**src/rtl/attr_idx_pkg.sv**
```systemverilog
package attr_idx_pkg;

  typedef enum logic [1:0] {
    AIG_PASS  = 2'd0,
    AIG_REM   = 2'd1,
    AIG_SHR   = 2'd2,
    AIG_RECIP = 2'd3
  } aig_mode_e;

  localparam int unsigned AIG_ID_W    = 32;
  localparam int unsigned AIG_SHIFT_W = 5;
  localparam int unsigned AIG_FLAG_W  = 3;
  localparam int unsigned AIG_STAGES  = 3;

endpackage

```
**src/rtl/attr_idx_rem_unit.sv**
```systemverilog
module attr_idx_rem_unit #(
  parameter int unsigned ID_W    = 32,
  parameter int unsigned SHIFT_W = 5,
  parameter int unsigned FLAG_W  = 3
) (
  input  logic [ID_W-1:0]    x,
  input  logic [SHIFT_W-1:0] sh,
  input  logic [FLAG_W-1:0]  fl,
  output logic [ID_W-1:0]    r
);

  // remainder of x by the odd factor picked by fl (1,3,5,7,9; codes above 4 give 9)
  function automatic logic [ID_W-1:0] odd_rem(input logic [ID_W-1:0] v,
                                               input logic [FLAG_W-1:0] f);
    case (f)
      FLAG_W'(0): odd_rem = '0;
      FLAG_W'(1): odd_rem = v % ID_W'(3);
      FLAG_W'(2): odd_rem = v % ID_W'(5);
      FLAG_W'(3): odd_rem = v % ID_W'(7);
      default:    odd_rem = v % ID_W'(9);
    endcase
  endfunction

  logic [ID_W-1:0] upper;
  logic [ID_W-1:0] low_mask;
  logic [ID_W-1:0] upper_rem;

  always_comb begin
    upper     = x >> sh;
    low_mask  = (ID_W'(1) << sh) - ID_W'(1);
    upper_rem = odd_rem(upper, fl);
    r         = (upper_rem << sh) | (x & low_mask);
  end

endmodule

```
**src/rtl/attr_idx_mul_unit.sv**
```systemverilog
module attr_idx_mul_unit #(
  parameter int unsigned ID_W   = 32,
  parameter int unsigned FLAG_W = 3
) (
  input  logic [ID_W-1:0]   id,
  input  logic [FLAG_W-1:0] fl,
  input  logic [ID_W-1:0]   magic,
  output logic              corr_en,
  output logic [ID_W-1:0]   hi
);

  localparam int unsigned OP_W   = ID_W + 1;
  localparam int unsigned PROD_W = 2 * ID_W + 1;

  function automatic logic [ID_W-1:0] mul_high(input logic [OP_W-1:0] op,
                                               input logic [ID_W-1:0] mult);
    logic [PROD_W-1:0] prod;
    prod     = PROD_W'(op) * PROD_W'(mult);
    mul_high = ID_W'(prod >> ID_W);
  endfunction

  logic [OP_W-1:0] operand;
  logic [ID_W-1:0] mult_eff;

  always_comb begin
    corr_en  = (fl == FLAG_W'(1));
    operand  = {1'b0, id} + OP_W'(corr_en);
    mult_eff = magic | (ID_W'(1) << (ID_W - 1));
    hi       = mul_high(operand, mult_eff);
  end

endmodule

```
**src/rtl/attr_index_gen.sv**
```systemverilog
module attr_index_gen
  import attr_idx_pkg::*;
#(
  parameter int unsigned ID_W    = AIG_ID_W,
  parameter int unsigned SHIFT_W = AIG_SHIFT_W,
  parameter int unsigned FLAG_W  = AIG_FLAG_W
) (
  input  logic               clk,
  input  logic               rst_n,
  input  logic               in_valid,
  input  logic [ID_W-1:0]    in_id,
  input  logic [1:0]         in_mode,
  input  logic [SHIFT_W-1:0] in_shift,
  input  logic [FLAG_W-1:0]  in_flags,
  input  logic [ID_W-1:0]    in_magic,
  output logic               out_valid,
  output logic [ID_W-1:0]    out_idx
);

  // stage 1: captured request
  logic               s1_valid;
  aig_mode_e          s1_mode;
  logic [ID_W-1:0]    s1_id;
  logic [SHIFT_W-1:0] s1_shift;
  logic [FLAG_W-1:0]  s1_flags;
  logic [ID_W-1:0]    s1_magic;

  always_ff @(posedge clk or negedge rst_n) begin
    if (!rst_n) begin
      s1_valid <= 1'b0;
      s1_mode  <= AIG_PASS;
      s1_id    <= '0;
      s1_shift <= '0;
      s1_flags <= '0;
      s1_magic <= '0;
    end else begin
      s1_valid <= in_valid;
      s1_mode  <= aig_mode_e'(in_mode);
      s1_id    <= in_id;
      s1_shift <= in_shift;
      s1_flags <= in_flags;
      s1_magic <= in_magic;
    end
  end

  // arithmetic between stage 1 and stage 2
  logic [ID_W-1:0] rem_val;
  logic [ID_W-1:0] mul_hi;
  logic            corr_en;

  attr_idx_rem_unit #(.ID_W(ID_W), .SHIFT_W(SHIFT_W), .FLAG_W(FLAG_W)) u_rem (
    .x  (s1_id),
    .sh (s1_shift),
    .fl (s1_flags),
    .r  (rem_val)
  );

  attr_idx_mul_unit #(.ID_W(ID_W), .FLAG_W(FLAG_W)) u_mul (
    .id      (s1_id),
    .fl      (s1_flags),
    .magic   (s1_magic),
    .corr_en (corr_en),
    .hi      (mul_hi)
  );

  // stage 2: operand for the final shift or select
  logic               s2_valid;
  aig_mode_e          s2_mode;
  logic [ID_W-1:0]    s2_val;
  logic [SHIFT_W-1:0] s2_shift;
  logic [ID_W-1:0]    s2_pick;

  always_comb begin
    case (s1_mode)
      AIG_REM:   s2_pick = rem_val;
      AIG_RECIP: s2_pick = mul_hi;
      default:   s2_pick = s1_id;
    endcase
  end

  always_ff @(posedge clk or negedge rst_n) begin
    if (!rst_n) begin
      s2_valid <= 1'b0;
      s2_mode  <= AIG_PASS;
      s2_val   <= '0;
      s2_shift <= '0;
    end else begin
      s2_valid <= s1_valid;
      s2_mode  <= s1_mode;
      s2_val   <= s2_pick;
      s2_shift <= s1_shift;
    end
  end

  // stage 3: post-shift for the divide modes, then output register
  logic            post_shift_en;
  logic [ID_W-1:0] s3_next;

  always_comb begin
    post_shift_en = (s2_mode == AIG_SHR) || (s2_mode == AIG_RECIP);
    s3_next       = post_shift_en ? (s2_val >> s2_shift) : s2_val;
  end

  always_ff @(posedge clk or negedge rst_n) begin
    if (!rst_n) begin
      out_valid <= 1'b0;
      out_idx   <= '0;
    end else begin
      out_valid <= s2_valid;
      out_idx   <= s3_next;
    end
  end

endmodule

```
**config.mk**
```make
export PLATFORM = sky130hd
export DESIGN_NAME = attr_index_gen
export DESIGN_NICKNAME = d
export VERILOG_FILES = /design/src/rtl/attr_idx_pkg.sv /design/src/rtl/attr_idx_rem_unit.sv /design/src/rtl/attr_idx_mul_unit.sv /design/src/rtl/attr_index_gen.sv
export SDC_FILE = /design/constraint.sdc
export NUM_CORES = 2
export LEC_CHECK = 0
export ABC_AREA = 0
export ABC_CLOCK_PERIOD_IN_PS = 87300
export BUFFER_PORTS_ARGS = -buffer_cell sky130_fd_sc_hd__buf_2
export CELL_PAD_IN_SITES_DETAIL_PLACEMENT = 1
export CELL_PAD_IN_SITES_GLOBAL_PLACEMENT = 1
export CORE_UTILIZATION = 52
export CTS_BUF_LIST = sky130_fd_sc_hd__clkbuf_8
export CTS_CLUSTER_DIAMETER = 100
export DETAILED_ROUTE_END_ITERATION = 6
export PLACE_DENSITY_LB_ADDON = 0.1
export RECOVER_POWER = 100
export SLEW_MARGIN = 40
export SYNTH_ARGS = -nofsm -noshare
export SYNTH_HDL_FRONTEND = slang
export SYNTH_HIERARCHICAL = 1
export SYNTH_SLANG_ARGS = --single-unit
```
**constraint.sdc**
```tcl
create_clock -name clk -period 87.3 [get_ports clk]
set_input_delay 4.365 -clock clk [delete_from_list [all_inputs] [get_ports clk]]
set_output_delay 4.365 -clock clk [all_outputs]
set_load 0.02 [all_outputs]
```
==> results.json <==
{
  "outcome": "finished, violations left",
  "violations": "capacitance limit, slew limit",
  "grt_pass1_wl_um": 360000,
  "wl_um": 230000,
  "yosysWarnings": 6,
  "num_vias": 57602,
  "hold_slack_ns": 0.362,
  "finalCritPeriodShare": 0.933,
  "place.gp.congestion": 1.02,
  "die_h_um": 352,
  "worstPathRequired_ns": 87.76,
  "hold_start": "s2_valid",
  "syn_nets": 8951,
  "fin_util": 0.549,
  "overflow": 0,
  "cts_max_path_buffers": 2,
  "cts_hold_buffers": 0,
  "syn-cell-area_sq_um": 63500,
  "clk_pin_slew_ns": 0.11,
  "insertion_delay_ns": 0.62,
  "setup_violations": 0,
  "whs_path_depth": 0,
  "reg2reg_setup_slack_ns": 5.83,
  "cts_tree": "done",
  "slew_violations": 240,
  "slowest_delay_ns": 0.88,
  "crit-reg2reg-launch": "s1_shift[2]",
  "max_freq_mhz": 12.3,
  "dr.pass1.iters": 6,
  "crit_type": "register to register",
  "drt-initial-drc-count": 4326,
  "met1_length_um": 94100,
  "fillers": 14552,
  "wl_per_cell_um": 25.3,
  "htree_levels": 4,
  "synth_area_per_cell_sq_um": 8.37,
  "min_to": "out_valid",
  "worst_pin_slew_ns": 4.18,
  "worstPathMaxFanout": 47,
  "grt_max_degree": 66,
  "vias_per_cell": 6.33,
  "start_util": 0.527,
  "area_growth_pct": 4.17,
  "clkSinkCount": 146,
  "die-area_sq_um": 124000,
  "numCtsBuffers": 17,
  "timing.rr.end": "s2_val[19]",
  "cp_num_buf_inv": 22,
  "rows": 127,
  "cp-end-kind": "register",
  "relSlewSlack": -1.79,
  "ios": 110,
  "wl_met2_um": 109000,
  "die_w_um": 352,
  "root_buffer": "clkbuf_8",
  "portBuffers": 108,
  "final_net_count": 8825,
  "met3_length_um": 15400,
  "highest_layer": "met5",
  "ant_nets": 0,
  "path_depth": 310,
  "worstHoldPathType": "register to register",
  "grt_usage": 0.377,
  "antenna_found_initial": 12,
  "period_minus_slack_ns": 81.47,
  "r2r_cells": 310,
  "clock-skew-final_ns": 0.0418,
  "drc": 0,
  "hold_viol_final": 0,
  "drive_gt1_frac": 0.0777,
  "start_kind": "register",
  "crit_arrival_ns": 81.92,
  "maxCapViolations": 5,
  "crit_top_cell": "ha_1",
  "cpLargestDelayFamily": "simple AND/OR/NAND/NOR gates",
  "slowest_stage": "o21ai_0",
  "grt_pass1_vias": 61975,
  "hpwl_um": 181000,
  "core_area_sq_um": 121000,
  "synthCells": 7594
}
-- routing by layer --
metal,vias to the layer above,global-route usage
met2,2146,0.621
met3,609,0.0533
met1,29699,0.487
met5,-,0
met4,4,0.184
li1,25144,-
-- area by class of cell --
class	count	area, sq um	share of cell area
flip-flops and latches	146	3680	0.0556
inverters	1087	4080	0.0616
multi-input cells	5998	54700	0.827
clock buffers	17	234	0.00353
well taps	1612	2020	0.0305
clock inverters	15	190	0.00287
repair buffers	218	1260	0.0191
diodes	4	10.0	0.000151
-- worst register-to-register path, delay by kind of cell, from the launching register on --
kind                     cells  cell delay [ns]
adder cells (fa/ha/maj)     34            10.20
AO/OA/AOI/OAI               96            24.79
buffers and inverters       22             2.85
AND/OR/NAND/NOR            129            35.44
flip-flops                   1             0.39
XOR/XNOR                    26             6.74
multiplexers                 3             0.88
-- flip-flops by register name (all words and copies together), names as in the netlist, 2 cells and up --
register	cells
out_idx	32
s1_id	32
s2_val	32
s1_magic	31
s1_shift	5
s2_shift	5
s1_flags	3
s1_mode	2
-- placed cells by master (no fill, tap or decap), drive strengths merged, types with 33 or more instances in the layout --
cell type  instances
o31ai             39
nand2            835
buf              140
mux2i            134
mux4              69
ha               353
o211ai            46
mux2              84
nand3            136
or2               53
or3               40
nor3             148
o21ai            259
clkbuf            95
nor2b             59
a21oi            335
fa               927
a31oi             57
dfrtp            146
xnor2            243
a211oi            63
nand4             66
o22ai             36
inv             1090
nor4              54
a21o              83
nor2             382
and2             642
nand2b            58
and3              69
o21a              33
xor2             122
-- metrics by stage --
stage	setup slack, ns	cell area, sq um	TNS, ns	std cells
after floorplan	19.18	63500	0	7594
after global placement	6.27	65600	0	9054
after detailed placement	4.01	65700	0	9054
after CTS	3.59	66200	0	9086
after global routing	-0.0292	66200	-0.0316	9095
final	5.83	66200	0	9097
-- how the worst max path moves through the flow --
stage	startpoint	end
finish	s1_shift[2]	s2_val[19]
global route	s1_shift[2]	s2_val[31]
CTS	s1_shift[2]	s2_val[23]
detailed placement	s1_shift[2]	s2_val[23]
global placement	s1_shift[2]	s2_val[23]
floorplan	s1_flags[2]	s2_val[31]
-- timing repair --
action / CTS / global route
endpoints found under the setup margin: 0 / 32
setup buffers: 0 / 7
gates resized for setup: 0 / 11
Power is not shown: default switching activity piles up to over one toggle a cycle in this logic, so the estimate is an artifact.
